[config.mk]
export PLATFORM = sky130hd
export DESIGN_NAME = sc_retry_tx
export DESIGN_NICKNAME = d
export VERILOG_FILES = /design/src/rtl/sc_tx_pkg.sv /design/src/rtl/sc_tx_datapath.sv /design/src/rtl/sc_tx_ctrl.sv /design/src/rtl/sc_retry_tx.sv
export SDC_FILE = /design/constraint.sdc
export NUM_CORES = 1
export LEC_CHECK = 0
export CAP_MARGIN = 20
export CORE_MARGIN = 1.5
export CORE_UTILIZATION = 60
export DETAILED_ROUTE_END_ITERATION = 12
export PLACE_DENSITY_LB_ADDON = 0.2
export REMOVE_ABC_BUFFERS = 1
export SLEW_MARGIN = 20
export SYNTH_ARGS = -nofsm -noshare
export SYNTH_HDL_FRONTEND = slang
export SYNTH_HIERARCHICAL = 1
export SYNTH_SLANG_ARGS = --single-unit
[constraint.sdc]
create_clock -name clk -period 3.13 [get_ports clk]
set_input_delay 0.626 -clock clk [delete_from_list [all_inputs] [get_ports clk]]
set_output_delay 0.626 -clock clk [all_outputs]
set_load 0.02 [all_outputs]
[src/rtl/sc_tx_pkg.sv]
package sc_tx_pkg;

  typedef enum logic [2:0] {
    ST_IDLE,
    ST_ARM,
    ST_SEND,
    ST_GUARD,
    ST_BACKOFF
  } txState_t;

  // strobes from control to datapath
  typedef struct packed {
    logic capture;  // take the offered byte
    logic reload;   // build a fresh frame from the held byte
    logic shift;    // advance to the next frame bit
    logic drive;    // frame bit is on the line
  } txStrobe_t;

endpackage

[src/rtl/sc_tx_datapath.sv]
module sc_tx_datapath
  import sc_tx_pkg::*;
#(
  parameter int DATA_W     = 8,
  parameter bit ODD_PARITY = 1'b0
) (
  input  logic              clk,
  input  logic              rstN,
  input  logic [DATA_W-1:0] txData,
  input  txStrobe_t         str,
  output logic              lineLow
);

  localparam int FRAME_W = DATA_W + 2;

  logic [DATA_W-1:0]  holdReg;
  logic [FRAME_W-1:0] shiftReg;
  logic               parityBit;

  generate
    if (ODD_PARITY) begin : g_odd
      assign parityBit = ~(^holdReg);
    end else begin : g_even
      assign parityBit = ^holdReg;
    end
  endgenerate

  always_ff @(posedge clk or negedge rstN) begin
    if (!rstN) begin
      holdReg  <= '0;
      shiftReg <= '1;
    end else begin
      if (str.capture) holdReg <= txData;
      if (str.reload) begin
        shiftReg <= {parityBit, holdReg, 1'b0};
      end else if (str.shift) begin
        shiftReg <= {1'b1, shiftReg[FRAME_W-1:1]};
      end
    end
  end

  assign lineLow = str.drive & ~shiftReg[0];

  // every frame opens with a low start bit
  a_r1_start_low: assert property (@(posedge clk) disable iff (!rstN)
    $rose(str.drive) |-> lineLow);

endmodule

[src/rtl/sc_tx_ctrl.sv]
module sc_tx_ctrl
  import sc_tx_pkg::*;
#(
  parameter int DATA_W      = 8,
  parameter int ITER_W      = 3,
  parameter int BACKOFF_ETU = 2
) (
  input  logic              clk,
  input  logic              rstN,
  input  logic              sampleTick,
  input  logic              txValid,
  input  logic [ITER_W-1:0] maxIter,
  input  logic              clrIter,
  input  logic              lineIn,
  output logic              txReady,
  output logic              iterFlag,
  output txStrobe_t         str
);

  localparam int LAST_BIT   = DATA_W + 1;
  localparam int BIT_W      = $clog2(LAST_BIT + 1);
  localparam int WAIT_TICKS = 2 * BACKOFF_ETU;
  localparam int WAIT_W     = (WAIT_TICKS > 1) ? $clog2(WAIT_TICKS) : 1;

  txState_t          state;
  logic [BIT_W-1:0]  bitIdx;
  logic              phase;
  logic              nackSeen;
  logic [ITER_W-1:0] repCount;
  logic [WAIT_W-1:0] waitCnt;

  logic guardEnd, retryOk, setFlag, waitDone;

  assign guardEnd = (state == ST_GUARD) && sampleTick && phase;
  assign retryOk  = nackSeen && (maxIter != '0) && (repCount < maxIter);
  assign setFlag  = guardEnd && retryOk && ((repCount + 1'b1) == maxIter);
  assign waitDone = (waitCnt == WAIT_W'(WAIT_TICKS - 1));

  always_comb begin
    str.capture = (state == ST_IDLE) && txValid;
    str.reload  = sampleTick && ((state == ST_ARM) ||
                                 ((state == ST_BACKOFF) && waitDone));
    str.shift   = (state == ST_SEND) && sampleTick && phase &&
                  (bitIdx != BIT_W'(LAST_BIT));
    str.drive   = (state == ST_SEND);
  end

  assign txReady = (state == ST_IDLE);

  always_ff @(posedge clk or negedge rstN) begin
    if (!rstN) begin
      state    <= ST_IDLE;
      bitIdx   <= '0;
      phase    <= 1'b0;
      nackSeen <= 1'b0;
      repCount <= '0;
      waitCnt  <= '0;
    end else begin
      unique case (state)
        ST_IDLE: if (txValid) state <= ST_ARM;
        ST_ARM: if (sampleTick) begin
          state  <= ST_SEND;
          bitIdx <= '0;
          phase  <= 1'b0;
        end
        ST_SEND: if (sampleTick) begin
          if (!phase) begin
            phase <= 1'b1;
          end else begin
            phase <= 1'b0;
            if (bitIdx == BIT_W'(LAST_BIT)) state <= ST_GUARD;
            else bitIdx <= bitIdx + 1'b1;
          end
        end
        ST_GUARD: if (sampleTick) begin
          if (!phase) begin
            phase    <= 1'b1;
            nackSeen <= ~lineIn;
          end else begin
            phase <= 1'b0;
            if (retryOk) begin
              repCount <= repCount + 1'b1;
              waitCnt  <= '0;
              state    <= ST_BACKOFF;
            end else begin
              repCount <= '0;
              state    <= ST_IDLE;
            end
          end
        end
        ST_BACKOFF: if (sampleTick) begin
          if (waitDone) begin
            state  <= ST_SEND;
            bitIdx <= '0;
            phase  <= 1'b0;
          end else begin
            waitCnt <= waitCnt + 1'b1;
          end
        end
        default: state <= ST_IDLE;
      endcase
    end
  end

  always_ff @(posedge clk or negedge rstN) begin
    if (!rstN)        iterFlag <= 1'b0;
    else if (setFlag) iterFlag <= 1'b1;
    else if (clrIter) iterFlag <= 1'b0;
  end

  // never ready while a frame bit is on the line
  a_r2_ready_no_drive: assert property (@(posedge clk) disable iff (!rstN)
    txReady |-> !str.drive);

  // flag stays up until a clear command
  a_r7_flag_sticky: assert property (@(posedge clk) disable iff (!rstN)
    (iterFlag && !clrIter) |=> iterFlag);

  // flag rises exactly when the repeat count meets the limit
  a_r7_flag_at_limit: assert property (@(posedge clk) disable iff (!rstN)
    $rose(iterFlag) |-> ((repCount == maxIter) && (maxIter != '0)));

  // an idle block holds no leftover repeat count
  a_r9_idle_count_clear: assert property (@(posedge clk) disable iff (!rstN)
    txReady |-> (repCount == '0));

endmodule

[src/rtl/sc_retry_tx.sv]
module sc_retry_tx
  import sc_tx_pkg::*;
#(
  parameter int DATA_W      = 8,
  parameter int ITER_W      = 3,
  parameter int BACKOFF_ETU = 2,
  parameter bit ODD_PARITY  = 1'b0
) (
  input  logic              clk,
  input  logic              rstN,
  input  logic              sampleTick,
  input  logic [DATA_W-1:0] txData,
  input  logic              txValid,
  output logic              txReady,
  input  logic [ITER_W-1:0] maxIter,
  input  logic              clrIter,
  input  logic              lineIn,
  output logic              lineLow,
  output logic              iterFlag
);

  txStrobe_t str;

  sc_tx_ctrl #(
    .DATA_W     (DATA_W),
    .ITER_W     (ITER_W),
    .BACKOFF_ETU(BACKOFF_ETU)
  ) u_ctrl (
    .clk       (clk),
    .rstN      (rstN),
    .sampleTick(sampleTick),
    .txValid   (txValid),
    .maxIter   (maxIter),
    .clrIter   (clrIter),
    .lineIn    (lineIn),
    .txReady   (txReady),
    .iterFlag  (iterFlag),
    .str       (str)
  );

  sc_tx_datapath #(
    .DATA_W    (DATA_W),
    .ODD_PARITY(ODD_PARITY)
  ) u_dp (
    .clk    (clk),
    .rstN   (rstN),
    .txData (txData),
    .str    (str),
    .lineLow(lineLow)
  );

endmodule

== Word-level counts from Yosys, hierarchy flattened ==
Index checks and enable logic that the tools add are counted.

* Register bits after elaboration: 33
* Input port bits: 17
* Output and inout port bits: 3

* Add/subtract/negate cells: 3
* $lt $le $gt $ge: 1
* Equality and inequality tests: 21
* Muxes and demuxes: 35
* Bitwise gates (word level): 4
* Reductions and logical operators: 28

{| class="wikitable"
|+ Operator list
! kind !! number
|-
| $mux 3 || 11
|-
| $mux 4 || 6
|-
| $mux 10 || 2
|-
| $ne 2x2->1 const B || 9
|-
| $pmux 3 s5 || 1
|-
| $logic_and 1x1->1 || 12
|-
| $pmux 4 s3 || 1
|-
| $mux 2 || 5
|-
| $reduce_and 9->1 || 1
|-
| $reduce_bool 3->1 || 3
|-
| $ne 2x1->1 const B || 4
|-
| $reduce_xor 8->1 || 1
|-
| $mux 1 || 7
|-
| $reduce_and 7->1 || 1
|-
| $eq 3x2->1 const B || 2
|-
| $reduce_and 3->1 || 2
|-
| $reduce_and 6->1 || 1
|-
| $reduce_bool 2->1 || 3
|-
| $reduce_and 5->1 || 1
|-
| $add 4x1->4 const B || 1
|-
| $eq 4x4->1 const B || 1
|-
| $ne 4x4->1 const B || 1
|-
| $pmux 2 s2 || 1
|-
| $add 3x1->3 const B || 1
|-
| 12 further kinds || 14
|}

== Logic depth before layout (Yosys ltp) ==
* Depth after elaboration: 7
* Gate-level depth with buffers: 8
* Mapped depth without buffers: 7

== Hierarchy ==
Netlist, hierarchy kept.

{| class="wikitable"
|+ By module, submodules not included
! module !! instances !! cells each !! area an instance (um2) !! sequential area each (um2)
|-
| sc_tx_ctrl || 1 || 103 || 988.4 || 375.4
|-
| sc_tx_datapath || 1 || 66 || 813.3 || 462.9
|}

== Worst setup path before layout ==
No wires, ideal clock.

* Path kind: register -> register
* Start point: register u_ctrl.state[2]
* End point: register u_dp.holdReg[0]
* Arrival: 1,794 ps
* Path slack: 1,211 ps
* Cell stages (with the launch flop): 6
* Path buffers: 2
* Clock period less this slack: 1,919 ps
* Cell sequence: dfrtp_1 > buf_2 > nor3_1 > and2_1 > buf_2 > mux2_2

{| class="wikitable"
|+ RTL lines
! what !! line !! RTL
|-
| from (decl) || sc_tx_ctrl.sv:25 || <nowiki>txState_t state;</nowiki>
|-
| from (signal assigned) || sc_tx_ctrl.sv:52 || <nowiki>state <= ST_IDLE;</nowiki>
|-
| from (signal assigned) || sc_tx_ctrl.sv:60 || <nowiki>ST_IDLE: if (txValid) state <= ST_ARM;</nowiki>
|-
| from (signal assigned) || sc_tx_ctrl.sv:62 || <nowiki>state <= ST_SEND;</nowiki>
|-
| to (signal assigned) || sc_tx_datapath.sv:33 || <nowiki>if (str.capture) holdReg <= txData;</nowiki>
|-
| to (decl) || sc_tx_datapath.sv:16 || <nowiki>logic [DATA_W-1:0] holdReg;</nowiki>
|}

==> impl_metrics.csv <==
group,metric,value,unit
setup_path,worst-endpoint-arrival,2.01,ns
detailed_routing,wl_per_cell,14.1,µm
floorplanning,floorplan.rows,19,
clock_tree,cts_num_sinks,33,
cells_and_area,fin_cells,220,
setup_path,start_to_end_type_of_the_worst_setup_path,"reg2out",
pwr,powerDensity,844,mW/mm²
timing,rsz0062_at_grt,"no",
pwr,finalPower,1730,µW
hold_path,holdCritStartpoint,"u_ctrl/bitIdx[3]$_DFFE_PN0P_",
timing,min_period,2.64,ns
clock_tree,ctsHtreeMaxLevel,2,
setup_path,worst_r2r_startpoint,"u_ctrl/waitCnt[0]$_DFFE_PN0P_",
timing,maxSlewViolCount,0,
timing,maxSlewHeadroom,70.2,%
floorplanning,die_area,0.00334,mm²
setup_path,worst_reg2reg_path_length_in_cells,6,
synth,synthesis.area,0.00180,mm²
detailed_routing,drtAntennaViolNets,0,
flow_run,timing.max_cap.violations,0,
status,failing_checks,"DRC",
grt,global_route.overflow_total,0,
setup_path,start_kind,"flop",
place,number_of_instances_in_the_placed_design,212,
synth,post_synth.cell_area_avg,10.7,µm²
detailed_routing,viasPerCell,5.72,
grt,gr-usage-all-layers,21.9,%
setup_path,worst_r2r_endpoint,"u_dp/shiftReg[9]$_DFFE_PN1P_",
grt,grt_start_max_net_pins,34,
clock_tree,cts_buffers,5,
floorplanning,ios,20,
hold_path,hold_depth,1,
setup_path,worst_path_max_fanout,11,
hold_path,holdPathEnd,"u_ctrl/bitIdx[3]$_DFFE_PN0P_",
clock_tree,cts-root-buf,"sky130_fd_sc_hd__clkbuf_4",
place,place.port_buffers,19,
place,dp_hpwl,2320,µm
cells_and_area,fin_util,72.9,%
synth,synth_top_cell_area_share,31.9,%
status,status,"finished, violations left",
setup_path,ff2ff_setup_slack,1.26,ns
synth,post_synth_num_cell_types,40,
clock_tree,clk_pin_slew_worst_paths,0.10,ns
place,globalplace.congestion,0.826,
timing,fin_skew,0.0110,ns
clock_tree,post_cts_hold_buffer_count,0,
cells_and_area,layout-drive-gt1-share,19.6,%
synth,netlist_top_cells_area,"sky130_fd_sc_hd__dfrtp_1 (32%), sky130_fd_sc_hd__dfstp_2 (15%), sky130_fd_sc_hd__mux2i_1 (6.1%), sky130_fd_sc_hd__mux2_2 (5.0%), sky130_fd_sc_hd__ha_1 (4.9%)",
clock_tree,cts_setup_buffers,0,
detailed_routing,drc,2,
floorplanning,die_height,57.8,µm
cells_and_area,syn_to_final_growth,13.5,%
detailed_routing,first_pass_iters,8,
synth,yosys_register_bits,33,
floorplanning,floorplan.initialDensity,64.2,%
timing,final.setup.tns,0,ns
synth,yosys_warnings,6,
timing,final_hold_viol_count,0,
detailed_routing,routed_wl,3110,µm
pwr,leak_pwr,0.000876,µW
grt,grt_first_pass_wirelength,5480,µm
setup_path,critical_path_required,2.50,ns
synth,netlist_instances,169,
synth,synth_top_area_cell,"sky130_fd_sc_hd__dfrtp_1",
synth,synth-seq-area-share,46.5,%
setup_path,crit_path_end_kind,"primary output",
timing,timing.fmax,379,MHz
clock_tree,clockBufferDepth,2,
clock_tree,worst_skew_pair.late_latency,0.34,ns
floorplanning,coreArea,0.00281,mm²
clock_tree,cts_resizes,0,
grt,grt_antenna_before_repair,0,
cells_and_area,num_antenna_cells,0,
pwr,worst_case_vdd_ir_drop,0.000645,V
cells_and_area,nNetsFinal,212,
timing,min_period_over_period,84.4,%
floorplanning,die-width,57.8,µm
detailed_routing,detail_route.iter0.violations,70,
hold_path,path_category_of_the_worst_min_delay_check,"reg2reg",
clock_tree,cts_tree,"built",
timing,worst_slew_pin_slew,0.445,ns
timing,timing.final.setup_violations,0,
detailed_routing,routed-via-count,1258,
grt,grt_pass1_vias,1276,
==> flip-flops by register name (all words and copies together) (netlist names) <==
name,count
u_dp/holdReg,8
u_ctrl/bitIdx,4
u_ctrl/iterFlag,1
u_dp/shiftReg,10
u_ctrl/repCount,3
u_ctrl/nackSeen,1
u_ctrl/phase,1
u_ctrl/state,3
u_ctrl/waitCnt,2
==> routing by layer <==
| metal | vias up | global-route usage [%] | share of wire, % |
|---|---|---|---|
| met5 | - | 0 | 0 |
| met4 | 0 | 12.6 | 2.4 |
| met3 | 7 | 4.91 | 4.0 |
| met2 | 28 | 35.1 | 49 |
| met1 | 595 | 27.3 | 45 |
| li1 | 628 | - | - |
==> critical path, cell delays in order (launching register included) <==
cell and delay (ns):
sky130_fd_sc_hd__dfrtp_1 0.59, sky130_fd_sc_hd__nor3b_2 0.33, sky130_fd_sc_hd__nor2b_1 0.16, sky130_fd_sc_hd__clkdlybuf4s50_1 0.60
==> cell usage in the layout (no fill, tap or decap), types with 2 or more instances in the layout <==
master,Yosys,routed
sky130_fd_sc_hd__xnor2_1,8,8
sky130_fd_sc_hd__nand4_1,2,2
sky130_fd_sc_hd__nor2_1,3,3
sky130_fd_sc_hd__nor3b_2,2,2
sky130_fd_sc_hd__inv_1,8,8
sky130_fd_sc_hd__ha_1,7,7
sky130_fd_sc_hd__clkbuf_4,0,5
sky130_fd_sc_hd__nand3_1,6,6
sky130_fd_sc_hd__o21ai_1,2,2
sky130_fd_sc_hd__a31o_2,2,2
sky130_fd_sc_hd__a21oi_1,4,4
sky130_fd_sc_hd__clkdlybuf4s50_1,0,19
sky130_fd_sc_hd__nor2b_1,5,5
sky130_fd_sc_hd__a22oi_1,2,2
sky130_fd_sc_hd__o21ai_0,16,16
sky130_fd_sc_hd__clkinv_2,0,2
sky130_fd_sc_hd__nor3_1,3,3
sky130_fd_sc_hd__dfrtp_1,23,23
sky130_fd_sc_hd__xor2_1,2,2
sky130_fd_sc_hd__nand2_1,20,20
sky130_fd_sc_hd__dfstp_2,10,10
sky130_fd_sc_hd__mux2_2,8,8
sky130_fd_sc_hd__mux2i_1,11,11
==> stage by stage <==
step / hold WS (ns) / setup slack (ns) / instance area [µm²]
6_report: 0.485 / 0.489 / 2040
5_1_grt: 0.496 / 0.406 / 2040
4_1_cts: 0.487 / 0.471 / 2040
3_5_place_dp: 0.472 / 0.608 / 1990
3_3_place_gp: 0.467 / 0.713 / 1990
2_1_floorplan: 0.330 / 1.25 / 1760
==> worst max-delay path by stage <==
stage,startpoint,endpoint,slack [ns]
after floorplan,u_ctrl/state[2]$_DFFE_PN0P_,u_dp/holdReg[0]$_DFFE_PN0P_,1.25
after global placement,maxIter[1],u_ctrl/iterFlag$_DFFE_PN0P_,0.71
after detailed placement,maxIter[1],u_ctrl/iterFlag$_DFFE_PN0P_,0.61
after CTS,u_ctrl/state[1]$_DFFE_PN0P_,lineLow,0.47
after global routing,u_ctrl/state[1]$_DFFE_PN0P_,lineLow,0.41
final,u_ctrl/state[1]$_DFFE_PN0P_,lineLow,0.49
==> layout make-up <==
cell class	count	area, µm²
multi-input combinational	119	885
sequential	33	838
timing repair buffer	20	198
fill	203	761
inverter	9	33.8
tap	31	38.8
clock buffer	6	41.3
clock inverter	2	10.0
==> cell usage after synthesis <==
cell type and n:
sky130_fd_sc_hd__nor2_1 3, sky130_fd_sc_hd__o21ai_0 16, sky130_fd_sc_hd__clkbuf_1 1, sky130_fd_sc_hd__a22oi_1 2
sky130_fd_sc_hd__a21boi_0 1, sky130_fd_sc_hd__nand2b_1 1, sky130_fd_sc_hd__xnor2_1 8, sky130_fd_sc_hd__buf_6 1
sky130_fd_sc_hd__nand2_1 20, sky130_fd_sc_hd__nand3b_1 1, sky130_fd_sc_hd__nor3_1 3, sky130_fd_sc_hd__o21bai_1 1
sky130_fd_sc_hd__dfrtp_1 23, sky130_fd_sc_hd__and3_1 1, sky130_fd_sc_hd__ha_1 7, sky130_fd_sc_hd__a31o_2 2
sky130_fd_sc_hd__mux2i_1 11, sky130_fd_sc_hd__and3b_1 1, sky130_fd_sc_hd__inv_2 1, sky130_fd_sc_hd__a21oi_1 4
sky130_fd_sc_hd__inv_1 8, sky130_fd_sc_hd__and2_1 1, sky130_fd_sc_hd__a31oi_1 1, sky130_fd_sc_hd__nand4_1 2
sky130_fd_sc_hd__o311ai_1 1, sky130_fd_sc_hd__nor2b_1 5, sky130_fd_sc_hd__mux2_2 8, sky130_fd_sc_hd__o41ai_2 1
sky130_fd_sc_hd__nand3b_4 1, sky130_fd_sc_hd__nand4_4 1, sky130_fd_sc_hd__nor4b_2 1, sky130_fd_sc_hd__o22ai_1 1
sky130_fd_sc_hd__xor2_1 2, sky130_fd_sc_hd__nor3b_2 2, sky130_fd_sc_hd__o21ai_1 2, sky130_fd_sc_hd__dfstp_2 10
sky130_fd_sc_hd__nand3_1 6, sky130_fd_sc_hd__nand4_2 1, sky130_fd_sc_hd__buf_2 6, sky130_fd_sc_hd__and2b_4 1
==> kinds of logic after synthesis <==
logic type                 Yosys count  synth area share, %
AOI/OAI and AO/OA                   32                 10.8
muxes                               19                 11.1
xor gates and xnor gates            10                 4.86
adders and majority gates            7                 4.86
buffers and inverters               17                 4.37
and+or+nand+nor                     51                 17.4
DFF                                 33                 46.5
==> power by group <==
group          switching [µW]  total [µW]  leakage, µW  internal, µW
Clock                     139         225    0.0000320          85.4
Sequential                181         815     0.000398           634
Combinational             323         685     0.000446           362
Total                     643        1730     0.000876          1080
Power figures use the tool's default switching activity.
